`src/rtl/usb_lmon_pkg.sv`:
```
package usb_lmon_pkg;

    typedef enum logic [3:0] {
        ST_DISC,
        ST_FIXTURE,
        ST_LSFS,
        ST_BUSRST,
        ST_CHIRP_J,
        ST_CHIRP_K,
        ST_HS_ARMED,
        ST_HS_ACTIVE,
        ST_COMPLIANCE,
        ST_SHUTDOWN
    } lmon_state_e;

    typedef enum logic [1:0] {
        LN_IDLE,
        LN_SE0,
        LN_J,
        LN_K
    } lmon_line_e;

endpackage

```
`src/rtl/lmon_dur_timer.sv`:
```
// Measures how long the current line condition has lasted, in microseconds.
module lmon_dur_timer
    import usb_lmon_pkg::*;
#(
    parameter int SAT_US = 129,
    localparam int DW = $clog2(SAT_US + 1)
) (
    input  logic             clk,
    input  logic             rst_n,
    input  logic             us_tick,
    input  lmon_line_e       line_now,
    output logic [DW-1:0]    dur_us
);
    localparam logic [DW-1:0] SAT_L = DW'(SAT_US);

    lmon_line_e    line_q;
    logic [DW-1:0] cnt_q;

    always_ff @(posedge clk or negedge rst_n) begin
        if (!rst_n) begin
            line_q <= LN_IDLE;
            cnt_q  <= '0;
        end else begin
            line_q <= line_now;
            if (line_now != line_q) begin
                cnt_q <= '0;
            end else if (us_tick && cnt_q < SAT_L) begin
                cnt_q <= cnt_q + 1'b1;
            end
        end
    end

    assign dur_us = cnt_q;

    // the count stops at its saturation value
    p_count_sat_r6: assert property (@(posedge clk) disable iff (!rst_n)
        cnt_q <= SAT_L);

endmodule

```
`src/rtl/lmon_en_filter.sv`:
```
// Qualifies enable-low pulses and holds shutdown through the wake-up time.
module lmon_en_filter #(
    parameter int MIN_LOW_US = 100,
    parameter int READY_US   = 300,
    localparam int LW = $clog2(MIN_LOW_US + 1),
    localparam int WW = $clog2(READY_US + 1)
) (
    input  logic clk,
    input  logic rst_n,
    input  logic us_tick,
    input  logic port_en,
    output logic sd_active
);
    localparam logic [LW-1:0] MIN_L = LW'(MIN_LOW_US);
    localparam logic [WW-1:0] RDY_L = WW'(READY_US);

    logic [LW-1:0] low_cnt_q;
    logic [WW-1:0] wake_cnt_q;
    logic          sd_q;

    always_ff @(posedge clk or negedge rst_n) begin
        if (!rst_n) begin
            low_cnt_q  <= '0;
            wake_cnt_q <= '0;
            sd_q       <= 1'b0;
        end else if (!port_en) begin
            wake_cnt_q <= '0;
            if (us_tick && low_cnt_q < MIN_L) begin
                low_cnt_q <= low_cnt_q + 1'b1;
            end
            if (low_cnt_q >= MIN_L) begin
                sd_q <= 1'b1;
            end
        end else begin
            low_cnt_q <= '0;
            if (sd_q) begin
                if (wake_cnt_q >= RDY_L) begin
                    sd_q       <= 1'b0;
                    wake_cnt_q <= '0;
                end else if (us_tick) begin
                    wake_cnt_q <= wake_cnt_q + 1'b1;
                end
            end
        end
    end

    assign sd_active = sd_q;

    // with enable high, no new shutdown can start
    p_short_ignored_r8: assert property (@(posedge clk) disable iff (!rst_n)
        (!sd_q && port_en) |=> !sd_q);

    // the wake-up wait never exceeds its bound
    p_wake_bound_r9: assert property (@(posedge clk) disable iff (!rst_n)
        wake_cnt_q <= RDY_L);

endmodule

```
`src/rtl/lmon_flag_decode.sv`:
```
// Moore decode of the status flags from the state, gated by the enable.
module lmon_flag_decode
    import usb_lmon_pkg::*;
(
    input  lmon_state_e state,
    input  logic        port_en,
    output logic        conn_flag,
    output logic        hs_flag
);
    always_comb begin
        conn_flag = 1'b0;
        hs_flag   = 1'b0;
        unique case (state)
            ST_DISC, ST_FIXTURE, ST_SHUTDOWN: begin
                conn_flag = 1'b0;
                hs_flag   = 1'b0;
            end
            ST_LSFS, ST_BUSRST, ST_CHIRP_J, ST_CHIRP_K, ST_HS_ARMED: begin
                conn_flag = 1'b1;
                hs_flag   = 1'b0;
            end
            ST_HS_ACTIVE: begin
                conn_flag = 1'b1;
                hs_flag   = 1'b1;
            end
            ST_COMPLIANCE: begin
                conn_flag = 1'b0;
                hs_flag   = 1'b1;
            end
            default: begin
                conn_flag = 1'b0;
                hs_flag   = 1'b0;
            end
        endcase
        if (!port_en) begin
            conn_flag = 1'b0;
            hs_flag   = 1'b0;
        end
    end
endmodule

```
`src/rtl/usb_link_monitor.sv`:
```
module usb_link_monitor
    import usb_lmon_pkg::*;
#(
    parameter int CHIRP_MIN_US = 18,
    parameter int CHIRP_MAX_US = 128,
    parameter int MIN_LOW_US   = 100,
    parameter int READY_US     = 300,
    localparam int SAT_US = CHIRP_MAX_US + 1,
    localparam int DW     = $clog2(SAT_US + 1)
) (
    input  logic clk,
    input  logic rst_n,
    input  logic us_tick,
    input  logic port_en,
    input  logic cfg_hold,
    input  logic pullup_det,
    input  logic disc_det,
    input  logic se0_det,
    input  logic chirp_j,
    input  logic chirp_k,
    input  logic squelch,
    input  logic fixture_det,
    input  logic test_pkt,
    output logic conn_flag,
    output logic hs_flag
);
    localparam logic [DW-1:0] WIN_LO = DW'(CHIRP_MIN_US);
    localparam logic [DW-1:0] WIN_HI = DW'(CHIRP_MAX_US);

    lmon_state_e   state_q, state_d;
    logic          resume_cmp_q;
    lmon_line_e    line_now;
    logic [DW-1:0] dur_us;
    logic          sd_active;
    logic          chirp_ok;

    always_comb begin
        if (chirp_j)      line_now = LN_J;
        else if (chirp_k) line_now = LN_K;
        else if (se0_det) line_now = LN_SE0;
        else              line_now = LN_IDLE;
    end

    lmon_dur_timer #(.SAT_US(SAT_US)) u_timer (
        .clk      (clk),
        .rst_n    (rst_n),
        .us_tick  (us_tick),
        .line_now (line_now),
        .dur_us   (dur_us)
    );

    lmon_en_filter #(.MIN_LOW_US(MIN_LOW_US), .READY_US(READY_US)) u_enf (
        .clk       (clk),
        .rst_n     (rst_n),
        .us_tick   (us_tick),
        .port_en   (port_en),
        .sd_active (sd_active)
    );

    assign chirp_ok = (dur_us >= WIN_LO) && (dur_us <= WIN_HI);

    always_comb begin
        state_d = state_q;
        if (sd_active) begin
            state_d = ST_SHUTDOWN;
        end else if (state_q == ST_SHUTDOWN) begin
            state_d = resume_cmp_q ? ST_COMPLIANCE : ST_DISC;
        end else if (cfg_hold) begin
            state_d = state_q;
        end else if (disc_det) begin
            state_d = ST_DISC;
        end else begin
            unique case (state_q)
                ST_DISC: begin
                    if (fixture_det)     state_d = ST_FIXTURE;
                    else if (pullup_det) state_d = ST_LSFS;
                end
                ST_FIXTURE: begin
                    if (test_pkt)         state_d = ST_COMPLIANCE;
                    else if (!fixture_det) state_d = ST_DISC;
                end
                ST_LSFS: begin
                    if (se0_det) state_d = ST_BUSRST;
                end
                ST_BUSRST: begin
                    if (line_now == LN_J)        state_d = ST_CHIRP_J;
                    else if (line_now != LN_SE0) state_d = ST_LSFS;
                end
                ST_CHIRP_J: begin
                    if (line_now != LN_J) begin
                        state_d = (line_now == LN_K && chirp_ok) ? ST_CHIRP_K : ST_LSFS;
                    end
                end
                ST_CHIRP_K: begin
                    if (line_now != LN_K) begin
                        state_d = chirp_ok ? ST_HS_ARMED : ST_LSFS;
                    end
                end
                ST_HS_ARMED: begin
                    if (squelch) state_d = ST_HS_ACTIVE;
                end
                ST_HS_ACTIVE:  state_d = ST_HS_ACTIVE;
                ST_COMPLIANCE: state_d = ST_COMPLIANCE;
                default:       state_d = ST_DISC;
            endcase
        end
    end

    always_ff @(posedge clk or negedge rst_n) begin
        if (!rst_n) begin
            state_q      <= ST_DISC;
            resume_cmp_q <= 1'b0;
        end else begin
            state_q <= state_d;
            if (sd_active && state_q != ST_SHUTDOWN) begin
                resume_cmp_q <= (state_q == ST_HS_ACTIVE);
            end
        end
    end

    lmon_flag_decode u_dec (
        .state     (state_q),
        .port_en   (port_en),
        .conn_flag (conn_flag),
        .hs_flag   (hs_flag)
    );

    // enable low forces both flags low
    p_flags_off_r8: assert property (@(posedge clk) disable iff (!rst_n)
        !port_en |-> (!conn_flag && !hs_flag));

    // a disconnect lands in the disconnected state
    p_disc_return_r2: assert property (@(posedge clk) disable iff (!rst_n)
        (disc_det && !sd_active && !cfg_hold && state_q != ST_SHUTDOWN)
        |=> state_q == ST_DISC);

    // hold freezes the state
    p_hold_freeze_r11: assert property (@(posedge clk) disable iff (!rst_n)
        (cfg_hold && !sd_active && state_q != ST_SHUTDOWN) |=> $stable(state_q));

    // high-speed active is entered only from the armed state
    p_hs_path_r3: assert property (@(posedge clk) disable iff (!rst_n)
        (state_q != ST_HS_ARMED && state_q != ST_HS_ACTIVE) |=> state_q != ST_HS_ACTIVE);

    // compliance mode shows connection low, high-speed high
    p_cmp_flags_r7: assert property (@(posedge clk) disable iff (!rst_n)
        (state_q == ST_COMPLIANCE && port_en) |-> (!conn_flag && hs_flag));

endmodule

```
`config.mk`:
```
export PLATFORM = sky130hd
export DESIGN_NAME = usb_link_monitor
export DESIGN_NICKNAME = d
export VERILOG_FILES = /design/src/rtl/usb_lmon_pkg.sv /design/src/rtl/lmon_dur_timer.sv /design/src/rtl/lmon_en_filter.sv /design/src/rtl/lmon_flag_decode.sv /design/src/rtl/usb_link_monitor.sv
export SDC_FILE = /design/constraint.sdc
export NUM_CORES = 1
export LEC_CHECK = 0
export ABC_AREA = 1
export BUFFER_PORTS_ARGS = -buffer_cell sky130_fd_sc_hd__buf_4
export CAP_MARGIN = 40
export CORE_UTILIZATION = 54
export CTS_CLUSTER_SIZE = 12
export DETAILED_ROUTE_END_ITERATION = 16
export GPL_TIMING_DRIVEN = 0
export PLACE_DENSITY = 0.87
export SKIP_CTS_REPAIR_TIMING = 1
export SYNTH_ARGS = -nofsm -noshare
export SYNTH_HDL_FRONTEND = slang
export SYNTH_SLANG_ARGS = --single-unit
```
`constraint.sdc`:
```
create_clock -name clk -period 1.4 [get_ports clk]
set_input_delay 0.07 -clock clk [delete_from_list [all_inputs] [get_ports clk]]
set_output_delay 0.07 -clock clk [all_outputs]
set_load 0.05 [all_outputs]
```
After elaboration in Yosys (flattened, before gate mapping). Memories as Yosys holds them, arrays and structs flattened. Index checks and enable logic that the tools add are counted.

ROM bits: 32. Output and inout port bits: 2. Register bits: 32. Memories: 1.

Muxes and demuxes: 35. Magnitude comparators: 6. Reductions and logical operators: 11. Eq/ne operators: 26. Add/subtract/negate cells: 3.

Memory list: (no name shown) (depth 16, width 2, rd ports 1, clocked after memory_dff 0, write ports 0, RTL line lmon_flag_decode.sv:13) `unique case (state)`.

Operators with widths (number): 2-to-1 mux 4 bit (15); 2-to-1 mux 9 bit (4); one-hot mux 4 bit (9 select lines) (1); != test 5 x 4 -> 1 bit, second input constant (4); != test 6 x 5 -> 1 bit, second input constant (3); equality test 4 x 3 -> 1 bit, second input constant (4); 2-to-1 mux 8 bit (2); 2-to-1 mux 7 bit (2); adder 9 x 1 -> 9 bit, second input constant (1); greater-or-equal comparator 9 bit, second input constant (1); adder 8 x 1 -> 8 bit, second input constant (1); equality test 4 x 2 -> 1 bit, second input constant (2); equality test 4 bit, second input constant (2); greater-or-equal comparator 8 x 5 -> 1 bit, second input constant (1); less-or-equal comparator 8 bit, second input constant (1); < comparator 8 bit, second input constant (1); AND reduction 8 bit (1); adder 7 x 1 -> 7 bit, second input constant (1); greater-or-equal comparator 7 bit, second input constant (1); < comparator 7 bit, second input constant (1); 2-to-1 mux 1 bit (7); 2-to-1 mux 3 bit (2); nonzero test 2 bit (3); logical AND 1 bit (5); other kinds (11) (15).

Depth between registers and ports, before layout.
Depth after elaboration: 12. Gate-level depth with buffers: 12.

Cells and area by module. Synthesis repeated with hierarchy kept, for this count alone.

Cells, all modules: 360. Area total of the unflattened synthesis: 2378.5 sq um.

Modules (own cells, without submodules): lmon_en_filter (cells each 162, instances 1, seq. area each 425.4 sq um, area an instance 1139.8 sq um); lmon_dur_timer (cells each 83, instances 1, seq. area each 250.2 sq um, area an instance 618.1 sq um); usb_link_monitor (cells each 103, instances 1, seq. area each 125.1 sq um, area an instance 573.0 sq um); lmon_flag_decode (cells each 12, instances 1, seq. area each 0.0 sq um, area an instance 47.5 sq um).

Least setup slack after synthesis. OpenSTA, ideal clock, no wires.

Path type: reg-to-output. From: register state_q[2]. To: output conn_flag. Cell stages (with the launch flop): 3. Arrival: 1767 ps. Buffers on the path: 0. Data required time: 1330 ps. Path slack: -437 ps. Cell sequence: dfrtp_1 inv_1 a211oi_1.

Word-level cells in the longest chain between the ends: 2.

Ends and longest elaborated chain: start, declared (RTL line usb_link_monitor.sv:30) `lmon_state_e state_q, state_d;`; start signal, assigned (RTL line usb_link_monitor.sv:114) `state_q <= state_d;`; memory (16 x 2 bit); 2-to-1 mux 1 bit (RTL line lmon_flag_decode.sv:35) `if (!port_en) begin`; end, declared (RTL line usb_link_monitor.sv:24) `output logic conn_flag,`.

No other way between the ends.

Final worst setup path.
From: register state_q[3]. To: output hs_flag.

Word-level cells in the longest chain between the ends: 2.

Ends and longest elaborated chain: memory (16 x 2 bit); 2-to-1 mux 1 bit (RTL line lmon_flag_decode.sv:35); end, declared (RTL line usb_link_monitor.sv:25) `output logic hs_flag`.

No other way between the ends.

==> implementation parameters <==
Parameter                              Value

Power
  Internal power    1620 uW
  IR Drop Worst-Case VDD    between 600 and 700 uV
  Clock Power Share    0.414
  Gate power share    0.143
  Switching component of the power    ~620 uW
  Switching power share of the total    0.277
  Total power density per cell area    721 mW/mm2
  Leakage    0.00147 uW
  Seq pwr share    0.443

Critical path
  Series of cell instances along the critical path    inv_4, nand2_4, nor2_4, inv_2, a21oi_2, buf_6
  Endpoint of the most critical register-to-register path    state_q[3]
  R2R Path Start    state_q[3]
  Critical path fanouts, max    6
  Category of the worst setup path capture point    output port
  Cell type of the slowest stage on the worst timing path    sky130_fd_sc_hd__dfrtp_2
  Worst r2r path cells    10
  WS Path Type    reg -> out
  Arrival time at the worst endpoint    1.47 ns
  Startpoint kind of the worst setup timing path    flip-flop
  Slack of the worst reg-to-reg path    -0.14 ns
  Delay of the slowest cell on the worst path    0.48 ns
  Required @ worst endpoint    1.33 ns

Global route
  Vias in the first global route    1960
  Wire length of the first global-routing pass    between 7000 and 8000 um
  Global routing usage summed across all routing layers    0.241
  Antenna violations before repair    0
  Pin count of the biggest net entering global routing    33
  Global route overflow    0

Drt
  DR pass1 iterations    5
  Number of vias after detailed routing    2512
  Post-route antenna net violation count    0
  Average wire per cell in the routed design    16.4 um
  Total detailed-routing wirelength    6930 um
  DRC violations left    0
  Iter 0 DRT Violations    341
  Drt via density    between 5 and 6

Cells and area
  Layout cell share with drive strength beyond 1    0.412
  Nets@finish    393
  Final-layout fill cell count    roughly 180
  Total non-filler cell area in the finished layout    0.00310 mm2
  Area added between synthesis and finish    40.5%
  Count of antenna diodes in the layout    0

Synth
  Total nets after synthesis    335
  Post-synth EDFFs    0
  Top flip-flop cell by instance count after synthesis    sky130_fd_sc_hd__dfrtp_1
  Netlist cell types    33
  Async set-or-reset flop fraction in the synthesized netlist    1.00
  Ranking of synthesized cells by area    sky130_fd_sc_hd__dfrtp_1, sky130_fd_sc_hd__nand2_1, sky130_fd_sc_hd__nand3_1
  Synth Area in Simple Gates    0.363
  Main combinational cell family by area after synthesis    simple AND/OR/NAND/NOR gates
  Part of the Yosys area used for sequential elements    0.363
  Library cell with the largest summed area after synthesis    sky130_fd_sc_hd__dfrtp_1
  Adder-cell area share of the yosys netlist    0.0397
  Post-synth top area share    0.363
  Gate Count Post-Synth    315
  Post-synthesis register bit count    32
  Synth Cell Area    roughly 0.0022 mm2
  Post-synthesis xor/xnor area fraction    0.0198
  Portion of netlist area occupied by mux cells    0
  Complex-gate fraction of the synthesized area    0.124
  Average instance area after synthesis    7.01 um2
  Count of yosys warnings during synthesis    0

STA
  Post-Route Skew    just under 0.009 ns
  Achievable Freq    648 MHz
  Final setup fails    18
  Worst-case setup margin in the final layout    -0.143 ns
  Fraction of the cycle the final worst path needs    1.10
  RSZ-0062 raised after global routing    true
  Min Clock Period, post-route    1.54 ns
  Worst hold-check slack    roughly 0.039 ns
  Worst slew margin relative to its limit    0.679
  Number of endpoints with negative hold slack in the final report    0
  Worst Tran Pin Value    0.482 ns
  Final Slew Violations    0

CTS
  Maximum count of clock buffers along a single path    2
  Clock insertion delay at the later pin of the skew report    0.30 ns
  TritonCTS clock tree    built
  Number of clock sinks seen by CTS    32
  Num CTS Buffers    5
  Root buffer cell    sky130_fd_sc_hd__clkbuf_8
  Clock input transition at the sequential cells of the worst setup and hold paths    0.08 ns
  Max H-tree Level    2

Placement
  Number of buffer cells added on primary ports    14
  Gpl congestion    0.922
  Half-perimeter wire length of the detailed placement result    about 3500 um
  Setup slack after placement    -0.144 ns
  Area after DPL    0.00238 mm2

Die
  Vertical die dimension    65.9 um
  Effective utilization at floorplan    0.581
  Die Outline Area    0.00435 mm2
  Die X    65.9 um
  Placeable Area    approximately 0.0038 mm2
  # IOs    15
  Std cell rows    22

Hold path
  Class of the tightest hold or removal check    in -> reg
  Hold_sp    chirp_k
  Worst Hold Path EP    u_timer.line_q[1]
  Instance count along the most critical hold path    3

Run status
  Run status    finished with violations
  Failing checks    setup timing

Flow run
  Max-cap violations    0
power groups by stage:
stage	clock, uW	combinational, uW	sequential [uW]
6_report	926	321	990
3_5_place_dp	0	224	995
3_3_place_gp	0	214	992
2_1_floorplan	0	142	988
4_1_cts	916	226	977
5_1_grt	969	347	992
cell usage after synthesis (2+ instances only):
library cell	instances
sky130_fd_sc_hd__a21oi_1	15
sky130_fd_sc_hd__nand2_1	73
sky130_fd_sc_hd__nor2_4	2
sky130_fd_sc_hd__nand4_1	5
sky130_fd_sc_hd__nand3_1	34
sky130_fd_sc_hd__nor2_1	45
sky130_fd_sc_hd__o21ai_2	6
sky130_fd_sc_hd__nand2_2	7
sky130_fd_sc_hd__ha_1	7
sky130_fd_sc_hd__nor3_1	4
sky130_fd_sc_hd__dfrtp_1	32
sky130_fd_sc_hd__a211oi_1	2
sky130_fd_sc_hd__nor2_2	3
sky130_fd_sc_hd__o21ai_1	4
sky130_fd_sc_hd__o21ai_0	11
sky130_fd_sc_hd__xor2_1	4
sky130_fd_sc_hd__inv_1	41
sky130_fd_sc_hd__a21oi_2	2
sky130_fd_sc_hd__inv_2	4
placed cells by master, fill, tap and decap left out, types with 2 or more instances in the layout:
master	n
sky130_fd_sc_hd__ha_4	2
sky130_fd_sc_hd__nor3_1	2
sky130_fd_sc_hd__nand3_1	30
sky130_fd_sc_hd__nand2_1	58
sky130_fd_sc_hd__o21ai_0	10
sky130_fd_sc_hd__ha_1	4
sky130_fd_sc_hd__nor2_2	6
sky130_fd_sc_hd__buf_4	40
sky130_fd_sc_hd__dfrtp_2	12
sky130_fd_sc_hd__a21oi_1	11
sky130_fd_sc_hd__nand3_2	4
sky130_fd_sc_hd__dfrtp_1	20
sky130_fd_sc_hd__o21ai_2	8
sky130_fd_sc_hd__nor2_1	34
sky130_fd_sc_hd__inv_4	2
sky130_fd_sc_hd__nand2_4	10
sky130_fd_sc_hd__a21oi_2	6
sky130_fd_sc_hd__o21ai_1	2
sky130_fd_sc_hd__inv_1	29
sky130_fd_sc_hd__nand4_1	5
sky130_fd_sc_hd__buf_6	8
sky130_fd_sc_hd__inv_2	14
sky130_fd_sc_hd__xor2_1	4
sky130_fd_sc_hd__clkbuf_8	5
sky130_fd_sc_hd__nor2_4	10
sky130_fd_sc_hd__nand2_2	13
sky130_fd_sc_hd__dlygate4sd3_1	2
worst max path at each step:
stage               cells past startpoint              start                 to
finish                                  6         state_q[3]            hs_flag
global route                           10         state_q[3]         state_q[3]
CTS                                     4         state_q[0]            hs_flag
detailed placement                     10  u_timer.dur_us[6]  u_timer.dur_us[2]
global placement                       10         state_q[1]         state_q[2]
floorplan                               2         state_q[2]          conn_flag
per-stage QoR:
stage | power, uW | instances | util | setup TNS [ns]
floorplan | 1130 | 315 | - | 0
global placement | 1210 | 377 | 0.627 | -0.889
detailed placement | 1220 | 377 | 0.627 | -1.80
CTS | 2120 | 385 | 0.656 | -2.48
global route | 2310 | 422 | 0.816 | -2.90
finish | 2240 | 422 | 0.816 | -1.55
metal layers:
| layer | track usage | share of wire | vias to the layer above |
|---|---|---|---|
| li1 | - | - | 1130 |
| met1 | 0.269 | 0.40 | 1178 |
| met2 | 0.426 | 0.48 | 168 |
| met3 | 0.0638 | 0.083 | 36 |
| met4 | 0.104 | 0.035 | 0 |
| met5 | 0 | 0 | - |
registers in the layout, indices dropped and copies added (netlist names):
| name | cells |
|---|---|
| u_timer.line_q | 2 |
| state_q | 4 |
| u_enf.wake_cnt_q | 9 |
| u_timer.dur_us | 8 |
| resume_cmp_q | 1 |
| u_enf.low_cnt_q | 7 |
| u_enf.sd_active | 1 |
kinds of logic after synthesis:
family,after synthesis
AOI/OAI and AO/OA,45
xor gates and xnor gates,5
adders and majority gates,7
buffers and inverters,49
DFF,32
and+or+nand+nor,177
layout make-up:
class / instances / area (um2) / share of cell area
clock buffers: 5 / 68.8 / 0.0222
clock inverters: 3 / 42.5 / 0.0137
multi-input cells: 234 / 1470 / 0.475
inverters: 46 / 178 / 0.0573
well taps: 48 / 60.1 / 0.0194
flip-flops and latches: 32 / 816 / 0.263
plain buffers: 3 / 28.8 / 0.00928
repair buffers: 51 / 435 / 0.140
worst max-delay path, delay by kind of cell (launching register included):
| family | cells | cell delay, ns |
|---|---|---|
| AO/OA/AOI/OAI | 1 | 0.15 |
| buffers and inverters | 3 | 0.33 |
| flip-flops | 1 | 0.48 |
| AND/OR/NAND/NOR | 2 | 0.21 |
Note: power is estimated with default switching activity, not from simulation.
